## src/rtl/idle_ctl_pkg.sv

```systemverilog
package idle_ctl_pkg;

    typedef enum logic [1:0] {
        MODE_RUN  = 2'd0,
        MODE_IDLE = 2'd1,
        MODE_WAKE = 2'd2
    } mode_e;

    typedef enum logic {
        SRC_PRI = 1'b0,
        SRC_SEC = 1'b1
    } src_e;

    localparam logic [1:0] SEL_SECONDARY = 2'b01;

    typedef struct packed {
        logic cpu_en;
        logic per_en;
        logic mux_sel;
        logic pri_off;
        logic pri_run;
        logic sec_run;
    } gate_out_t;

    function automatic logic sel_wants_sec(input logic [1:0] sel);
        return sel == SEL_SECONDARY;
    endfunction

    function automatic logic sel_refused(input logic [1:0] sel, input logic sec_en);
        return (sel == SEL_SECONDARY) && !sec_en;
    endfunction

endpackage

```

## src/rtl/idle_wake_timer.sv

```systemverilog
module idle_wake_timer #(
    parameter int WAKE_CYC = 8
) (
    input  logic clk,
    input  logic rst,
    input  logic load,
    output logic done
);
    localparam int CW = (WAKE_CYC > 1) ? $clog2(WAKE_CYC) : 1;
    localparam logic [CW-1:0] LOAD_VAL = CW'(WAKE_CYC - 1);

    logic [CW-1:0] cnt_q;

    always_ff @(posedge clk) begin
        if (rst) begin
            cnt_q <= '0;
        end else if (load) begin
            cnt_q <= LOAD_VAL;
        end else if (cnt_q != '0) begin
            cnt_q <= cnt_q - 1'b1;
        end
    end

    assign done = (cnt_q == '0);
endmodule

```

## src/rtl/idle_mode_fsm.sv

```systemverilog
module idle_mode_fsm
    import idle_ctl_pkg::*;
(
    input  logic  clk,
    input  logic  rst,
    input  logic  phase_stb,
    input  logic  sleep_req,
    input  logic  idle_en,
    input  logic  refuse,
    input  logic  wake_evt,
    input  logic  timer_done,
    output mode_e mode,
    output logic  timer_load,
    output logic  src_update
);
    mode_e mode_q, mode_d;
    logic  pend_q;
    logic  req_now;

    assign req_now    = pend_q || sleep_req;
    assign src_update = (mode_q == MODE_RUN) && phase_stb;
    assign timer_load = (mode_q == MODE_IDLE) && wake_evt;

    always_comb begin
        mode_d = mode_q;
        unique case (mode_q)
            MODE_RUN:  if (phase_stb && req_now && idle_en && !refuse) mode_d = MODE_IDLE;
            MODE_IDLE: if (wake_evt) mode_d = MODE_WAKE;
            MODE_WAKE: if (timer_done && phase_stb) mode_d = MODE_RUN;
            default:   mode_d = MODE_RUN;
        endcase
    end

    always_ff @(posedge clk) begin
        if (rst) begin
            mode_q <= MODE_RUN;
            pend_q <= 1'b0;
        end else begin
            mode_q <= mode_d;
            if (src_update) begin
                pend_q <= 1'b0;
            end else if (sleep_req && (mode_q != MODE_IDLE)) begin
                pend_q <= 1'b1;
            end
        end
    end

    assign mode = mode_q;
endmodule

```

## src/rtl/idle_src_sel.sv

```systemverilog
module idle_src_sel
    import idle_ctl_pkg::*;
(
    input  logic        clk,
    input  logic        rst,
    input  logic        update,
    input  logic [1:0]  clk_sel,
    input  logic        sec_en,
    input  logic        sec_rdy,
    input  logic        cpu_run,
    output gate_out_t   gates
);
    src_e src_q;

    always_ff @(posedge clk) begin
        if (rst) begin
            src_q <= SRC_PRI;
        end else if (update) begin
            if (sel_wants_sec(clk_sel)) begin
                if (sec_en) src_q <= SRC_SEC;
            end else begin
                src_q <= SRC_PRI;
            end
        end
    end

    always_comb begin
        gates.cpu_en  = cpu_run;
        gates.per_en  = (src_q == SRC_PRI) || sec_rdy;
        gates.mux_sel = (src_q == SRC_SEC);
        gates.pri_off = (src_q == SRC_SEC);
        gates.pri_run = (src_q == SRC_PRI);
        gates.sec_run = (src_q == SRC_SEC);
    end
endmodule

```

## src/rtl/idle_clk_ctrl.sv

```systemverilog
module idle_clk_ctrl
    import idle_ctl_pkg::*;
#(
    parameter int WAKE_CYC = 8
) (
    input  logic       clk,
    input  logic       rst,
    input  logic       phase_stb,
    input  logic       sleep_req,
    input  logic       idle_en,
    input  logic [1:0] clk_sel,
    input  logic       sec_osc_en,
    input  logic       sec_osc_rdy,
    input  logic       wake_evt,
    output logic       cpu_clk_en,
    output logic       per_clk_en,
    output logic       osc_mux_sel,
    output logic       pri_osc_off,
    output logic       pri_run_flag,
    output logic       sec_run_flag
);
    mode_e     mode;
    logic      timer_load, timer_done, src_update;
    gate_out_t gates;

    idle_mode_fsm u_fsm (
        .clk        (clk),
        .rst        (rst),
        .phase_stb  (phase_stb),
        .sleep_req  (sleep_req),
        .idle_en    (idle_en),
        .refuse     (sel_refused(clk_sel, sec_osc_en)),
        .wake_evt   (wake_evt),
        .timer_done (timer_done),
        .mode       (mode),
        .timer_load (timer_load),
        .src_update (src_update)
    );

    idle_wake_timer #(.WAKE_CYC(WAKE_CYC)) u_timer (
        .clk  (clk),
        .rst  (rst),
        .load (timer_load),
        .done (timer_done)
    );

    idle_src_sel u_src (
        .clk     (clk),
        .rst     (rst),
        .update  (src_update),
        .clk_sel (clk_sel),
        .sec_en  (sec_osc_en),
        .sec_rdy (sec_osc_rdy),
        .cpu_run (mode == MODE_RUN),
        .gates   (gates)
    );

    assign cpu_clk_en   = gates.cpu_en;
    assign per_clk_en   = gates.per_en;
    assign osc_mux_sel  = gates.mux_sel;
    assign pri_osc_off  = gates.pri_off;
    assign pri_run_flag = gates.pri_run;
    assign sec_run_flag = gates.sec_run;
endmodule

```

## config.mk

```make
export PLATFORM = sky130hd
export DESIGN_NAME = idle_clk_ctrl
export DESIGN_NICKNAME = d
export VERILOG_FILES = /design/src/rtl/idle_ctl_pkg.sv /design/src/rtl/idle_wake_timer.sv /design/src/rtl/idle_mode_fsm.sv /design/src/rtl/idle_src_sel.sv /design/src/rtl/idle_clk_ctrl.sv
export SDC_FILE = /design/constraint.sdc
export NUM_CORES = 1
export LEC_CHECK = 0
export BUFFER_PORTS_ARGS = -buffer_cell sky130_fd_sc_hd__buf_2
export CORE_AREA = 4 4 41 43
export DETAILED_ROUTE_END_ITERATION = 6
export DIE_AREA = 0 0 45 47
export MAX_ROUTING_LAYER = met4
export PLACE_DENSITY = 0.53
export SYNTH_ARGS = -nofsm -noshare
export SYNTH_HDL_FRONTEND = slang
export SYNTH_SLANG_ARGS = --single-unit
```

## constraint.sdc

```tcl
create_clock -name clk -period 1.2 [get_ports clk]
set_input_delay 0.24 -clock clk [delete_from_list [all_inputs] [get_ports clk]]
set_output_delay 0.24 -clock clk [all_outputs]
set_load 0.02 [all_outputs]
```

Word level (Yosys, flattened, before mapping)
Index checks and enable logic that the tools add are counted.
{ "word_totals": {"register_bits": 7, "input_bits": 10, "word_cells": 41} }
{ "classes": {"add_sub_neg": 1, "n_eq_ne": 8, "muxes": 8, "bitwise_logic": 1, "reduce_logical": 19} }
{ "op_table": {"columns": ["op", "count"], "rows": [
  ["logical AND 1 bit", 8],
  ["two-way mux 2 bit", 3],
  ["two-way mux 3 bit", 2],
  ["!= test 2 x 1 -> 1 bit (second input constant)", 3],
  ["case mux 2 bit (3 select lines)", 1],
  ["equality test 2 x 1 -> 1 bit (second input constant)", 2],
  ["!= test 2 bit (second input constant)", 2],
  ["logical NOT 3 bit", 1],
  ["AND reduction 3 bit", 1],
  ["nonzero test 3 bit", 1],
  ["subtractor 3 x 1 -> 3 bit (second input constant)", 1],
  ["equality test 2 bit (second input constant)", 1],
  ["logical NOT 1 bit", 2],
  ["logical NOT 2 bit", 1],
  ["logical OR 1 bit", 2],
  ["two-way mux 1 bit", 2],
  ["AND reduction 2 bit", 1],
  ["nonzero test 2 bit", 1],
  ["OR reduction 2 bit", 1],
  ["NOT 1 bit", 1]
]} }

Logic depth before layout (Yosys ltp)
Gate-level depths: netlist of the first run.
{ "logic_depth": {"ltp_word": 6, "ltp_mapped": 5, "depth_no_buf": 5} }

Hierarchy
Synthesis of the first run repeated with hierarchy kept, for this count alone.
{ "hier_totals": {"hier_cells": 45, "area_unflattened_um2": 415.4} }
{ "modules_own_cells": {"columns": ["mod", "n_inst", "cells_each", "area_per_inst_um2", "seq_area_each_um2"], "rows": [
  ["idle_wake_timer", 1, 18, 168.9, 60.1],
  ["idle_mode_fsm", 1, 15, 138.9, 60.1],
  ["idle_src_sel", 1, 10, 91.3, 20.0],
  ["idle_clk_ctrl", 1, 2, 16.3, 0.0]
]} }

Least setup slack after synthesis of the first run
Ideal clock, no wire load.
{ "synth_timing": {"kind": "register to register", "from": "register u_timer.cnt_q[0]", "to": "register u_timer.cnt_q[1]", "arrival_time_ns": 1.135, "slack_ns": -0.005, "stages_incl_launch_ff": 6, "path_buffers": 0, "path_cell_list": "dfxtp_1 -> inv_1 -> ha_1 -> nand2b_1 -> mux2_2 -> a21oi_1"} }
{ "synth_via": {"elab_chain_len": 3, "word_cells_on_any_way": 5} }
{ "synth_lines": {"columns": ["element", "line", "rtl"], "rows": [
  ["start: declaration", "idle_wake_timer.sv:12", "logic [CW-1:0] cnt_q;"],
  ["start signal: assignment", "idle_wake_timer.sv:20", "cnt_q <= cnt_q - 1'b1;"],
  ["subtractor 3 x 1 -> 3 bit", "idle_wake_timer.sv:20", null],
  ["two-way mux 3 bit", "idle_wake_timer.sv:19", "end else if (cnt_q != '0) begin"],
  ["two-way mux 3 bit", "idle_wake_timer.sv:17", "end else if (load) begin"]
]} }
Several ways; a longest one is shown, not always the timed one. The select of a mux whose other input is x is not followed.
A chain may end at the register's enable or synchronous reset.

Worst setup path in the final report of the first run
{ "layout_timing": {"from": "register u_fsm.mode_q[0] (netlist: u_fsm.mode[0])", "to": "register u_fsm.mode_q[0] (netlist: u_fsm.mode[0])"} }
{ "layout_via": {"elab_chain_len": 3, "word_cells_on_any_way": 8} }
{ "layout_lines": {"columns": ["element", "line", "rtl"], "rows": [
  ["start: declaration", "idle_mode_fsm.sv:16", "mode_e mode_q, mode_d;"],
  ["start signal: assignment", "idle_mode_fsm.sv:39", "mode_q <= mode_d;"],
  ["equality test 2 bit, or another cell as far along", "idle_mode_fsm.sv:26", "unique case (mode_q)"],
  ["!= test 2 x 1 -> 1 bit (no source line) / != test 2 bit (equally long branches)", null, null],
  ["AND reduction 3 bit (no source line)", null, null]
]} }
Several ways; a longest one is shown, not always the timed one.

==> reports/metrics.cfg, run 1 <==
[status]
status = finished, final reports clean

[global_routing]
grtUsageTotal = 0.0946
grt_max_degree = 8
antenna_found_initial = 0
grt_first_pass_wirelength_mm = 1.35
grt_overflow = 0
grt_pass1_vias = 336

[critical_path]
cp_max_fo = 2
start_kind = flop
crit_buf_inv = 0
arrival_ns = 1.37
critPathKind = flop to flop
critical_path.top_delay_family = simple AND/OR/NAND/NOR gates
slowest_delay_ns = 0.38
worstPathRequired_ns = 1.40
crit_cells = 3
slowest_stage = or3b_1
worst_setup_path_end_kind = flop
crit_path_cell_trace = or3b_1 -> o32ai_2 -> and3b_1
r2r_cells = 3

[clocking]
htree_num_levels = 1
cts_tree = done
clk_pin_slew_ns = 0.05
clock-sinks = 7
ctsLongestPathBuffers = 2
ctsRootBufferMaster = clkbuf_4
cts_hold_buf = 0
numCtsBuffers = 3
insertion_delay_ns = 0.25

[synth]
ys_types = 20
synth_edf_count = 0
ys_warn_count = 0
synthesis.area_um2 = 369
synth_top_area_cell = dfxtp_1
synth.most_common_cell = dfxtp_1
synth_area_leaders = dfxtp_1 (38%), a21oi_1 (8.1%), ha_1 (6.8%)
ys.flop_type = dfxtp_1
yosys_register_bits = 7
async_flop_share = 0
syn_area_per_cell_um2 = 9.00
yosysSeqAreaShare = 0.380
synth.top_cell.area_share = 0.380
synth_common_cells = dfxtp_1 (7), a21oi_1 (6), inv_1 (4)
syn_nets = 53
syn_inst = 41

[power_and_ir_drop]
p_comb_frac = 0.481
p_seq_frac = 0.306
swShare = 0.300
p_leak_nw = 0.270
p_sw_mw = 0.308
p_per_area_nw_per_um2 = 1800
clock_power_share = 0.213
power.internal_mw = 0.718
ir_drop_mv = 0.754

[finish]
fillCellCount = 144
regArea_um2 = 141
final_nets = 79
multi_input_area_um2 = 228
layout-drive-gt1-share = 0.500
final_area_um2 = 571
area_growth_pct = 54.6
final_core_util = 0.438
num_antenna_cells = 0

[die]
rows = 13
die_y_um = 47
die_w_um = 45
dieArea_um2 = 2120
start_util = 0.284
coreArea_um2 = 1300
ios = 16

[flow_run]
cap_violations = 0

[routing]
wl_per_cell_um = 9.99
drt_iter0_drc = 4
routed_wirelength_um = 809
antenna_left = 0
dr.pass1.iters = 4
via_per_inst = 4.46
dr_total_vias = 361
drc = 0

[min_path]
hold_class = input pin to flop
hold_depth = 2

[placement]
io_buffers = 15
gp_congestion = 0.740
dp_hpwl_um = 618
postPlaceCellArea_um2 = 504

[timing]
drv_slew = 0
final-hold-violation-count = 0
rsz0062_at_grt = true
hold_slack_ns = 0.240
fin_crit_ns = 1.17
max-slew-margin-rel = 0.831
timing.final.crit_share = 0.977
finClkSkew_ns = 0.00135
fmax_mhz = 853
tightest_slew_ns = 0.253
setup_viol = 0

## power by group through the flow
| stage | Sequential (mW) | Combinational, mW | Clock, mW |
|---|---|---|---|
| after detailed placement | 0.312 | 0.405 | 0 |
| after global routing | 0.319 | 0.552 | 0.234 |
| final | 0.314 | 0.494 | 0.218 |
| after CTS | 0.310 | 0.444 | 0.223 |
| after floorplan | 0.314 | 0.275 | 0 |
| after global placement | 0.312 | 0.409 | 0 |
## final cells by class
type	instances	share of cell area
tap	15	0.0329
timing repair buffer	23	0.248
clock buffer	4	0.0461
sequential	7	0.248
multi-input combinational	28	0.399
inverter	4	0.0263
## worst register-to-register path: stages (launching register included)
cell	delay (ns)
dfxtp_1	0.31
or3b_1	0.38
o32ai_2	0.25
and3b_1	0.18
## state kept, by name, indices dropped and copies added (netlist names)
register,flops
u_fsm.mode,2
u_fsm.pend_q,1
u_src.src_q,1
u_timer.cnt_q,3
## timing repair
item / in CTS / in global routing
buffers inserted: 1 / 0
setup endpoints to repair: 2 / 7
resized for setup: 2 / 6
## per-layer routing
| metal | share of wire | vias up | global-route usage |
|---|---|---|---|
| met3 | 0.053 | 4 | 0.0345 |
| met4 | 0.028 | 0 | 0.0702 |
| met2 | 0.41 | 9 | 0.124 |
| met1 | 0.50 | 159 | 0.116 |
| li1 | - | 189 | - |
| met5 | 0 | - | - |
## cells in the final DEF, fill, tap and decap left out, types with 2 or more instances in the layout
master     n
buf_2     14
clkbuf_4   3
o21ai_0    2
a21oi_1    6
nand2b_1   2
nor3b_1    2
buf_4      8
inv_1      4
dfxtp_1    6
## logic make-up after synthesis
group	Yosys count	share of synthesized area
buffers and inverters	6	0.0813
xor gates and xnor gates	1	0.0237
DFF	7	0.380
AOI/OAI and AO/OA	10	0.153
and+or+nand+nor	13	0.237
muxes	2	0.0576
adders and majority gates	2	0.0678
## path summary, 6_finish.rpt
check	start	end	slack (ns)
hold reg to reg	u_fsm.pend_q	u_fsm.pend_q	0.52
setup / recovery	u_fsm.mode[0]	u_fsm.mode[0]	0.03
setup reg to reg	u_fsm.mode[0]	u_fsm.mode[0]	0.03
hold / removal	rst	u_timer.cnt_q[0]	0.24
## through the flow
stage | setup slack (ns) | instances | setup TNS [ns] | total power [mW]
detailed placement | -0.00758 | 76 | -0.00758 | 0.717
floorplan | 0.0127 | 41 | 0 | 0.589
global route | -0.0230 | 81 | -0.0603 | 1.11
global placement | -0.00811 | 76 | -0.00811 | 0.721
finish | 0.0271 | 81 | 0 | 1.03
CTS | 0.00304 | 81 | 0 | 0.977
No activity file was read; power rests on OpenSTA's default activity.
==> run 2, diff against run 1 <==
PLACE_DENSITY = 0.51   (was 0.53)
SETUP_SLACK_MARGIN = 0.5   (was default)
clock period = 1.3 ns   (was 1.2 ns; I/O delays follow)
==> run 2 against run 1 <==
  * Final cell count fell by 4.9%
  * Die area unchanged
  * Combinational power rose by 13%
  * Via count grew 1.7%
  * Critical endpoint unchanged
  * Largest cell class unchanged
==> reports/metrics.cfg, run 2 (synthesized netlist as in run 1, its figures left out) <==
[timing]
timing.final.crit_share = 0.890
tightest_slew_ns = 0.233
final-hold-violation-count = 0
max-slew-margin-rel = 0.844
setup_viol = 0
finClkSkew_ns = 0.00712
fin_crit_ns = 1.16
drv_slew = 0
rsz0062_at_grt = true
fin_setup_tns_ns = 0
fmax_mhz = 864

[critical_path]
arrival_ns = 1.35
worstPathRequired_ns = 1.49
cp_max_fo = 3
critPathKind = flop to flop
start_kind = flop
worst_setup_path_end_kind = flop
slowest_stage = or3b_1
crit_path_cell_trace = or3b_1 -> o32ai_2 -> and3b_1
slowest_delay_ns = 0.38

[finish]
num_antenna_cells = 0
final_nets = 75
area_growth_pct = 75.6
fillCellCount = 133
largest_reg_flops = 3
final_area_um2 = 648
final_common_cell = buf_2
layout_common_cells = buf_2 (9), buf_6 (6), buf_4 (4)
regMostFlops = u_timer.cnt_q
layout-drive-gt1-share = 0.710

[routing]
antenna_left = 0
dr.pass1.iters = 3
via_per_inst = 4.77
drt_iter0_drc = 4
drc = 0
wl_per_cell_um = 11.6
routed_wirelength_um = 892
dr_total_vias = 367

[die]
die_y_um = 47
start_util = 0.284
coreArea_um2 = 1300
rows = 13
ios = 16
dieArea_um2 = 2120
die_w_um = 45

[power_and_ir_drop]
p_total_mw = 1.07
p_per_area_nw_per_um2 = 1650
power.internal_mw = 0.723
swShare = 0.323
p_sw_mw = 0.345
p_seq_frac = 0.288
ir_drop_mv = 0.890
clock_power_share = 0.191
p_leak_nw = 0.280
p_comb_frac = 0.522

[placement]
io_buffers = 15
dp_hpwl_um = 656
gp_congestion = 0.618
postPlaceCellArea_um2 = 507

[clocking]
insertion_delay_ns = 0.26
htree_num_levels = 1
numCtsBuffers = 3
ctsLongestPathBuffers = 2
clock-sinks = 7
cts_tree = done
ctsRootBufferMaster = clkbuf_4
clk_pin_slew_ns = 0.06
cts_hold_buf = 0

[flow_run]
cap_violations = 0

[global_routing]
grt_pass1_vias = 353
grt_first_pass_wirelength_mm = 1.47
grt_overflow = 0
antenna_found_initial = 0
grt_max_degree = 8
grtUsageTotal = 0.104

[status]
status = finished, final reports clean

[min_path]
hold_class = input pin to flop

==> run 2: metrics by stage <==
step           setup slack, ns  hold slack, ns  instances  utilization
2_1_floorplan            0.216           0.322         41            -
3_3_place_gp             0.134           0.519         69        0.389
3_5_place_dp             0.141           0.526         69        0.389
4_1_cts                  0.135           0.250         77        0.482
5_1_grt                 0.0750           0.261         77        0.498
6_report                 0.142           0.246         77        0.498
==> run 2: routing by layer <==
metal,GRT usage,share of wire,vias up
met5,-,0,-
met4,0.0351,0.0056,0
met3,0.0613,0.10,2
met2,0.181,0.51,15
met1,0.0938,0.38,167
li1,-,-,183
==> run 2: worst paths after layout <==
path / start / slack, ns / end / cells after the start
min: rst / 0.25 / u_timer.cnt_q[1] / 2
max reg2reg: u_fsm.mode[1] / 0.14 / u_fsm.mode[0] / 3
min reg2reg: u_fsm.pend_q / 0.52 / u_fsm.pend_q / 2
max: u_fsm.mode[1] / 0.14 / u_fsm.mode[0] / 3
==> run 2: what timing repair did <==
item                       in CTS  in global routing
resized for setup              19                  5
setup endpoints to repair      13                 13
pin swaps                       7                  5
setup buffers                   4                  0
==> run 2: critical path: cells and delay by family, from the launching register on <==
kind | cells | cell delay [ns]
AO/OA/AOI/OAI | 1 | 0.19
flip-flops | 1 | 0.34
AND/OR/NAND/NOR | 2 | 0.56
==> run 2: power by group through the flow <==
stage	combinational, mW	sequential (mW)	clock [mW]
detailed placement	0.424	0.303	0
global route	0.601	0.313	0.227
finish	0.557	0.307	0.204
floorplan	0.356	0.299	0
global placement	0.419	0.300	0
CTS	0.554	0.305	0.215
==> run 2: final cells by class <==
cell class	count	area, um^2	area share
multi-input combinational	28	289	0.446
sequential	7	154	0.237
clock buffer	4	26.3	0.0405
timing repair buffer	19	143	0.220
inverter	4	17.5	0.0270
tap	15	18.8	0.0290
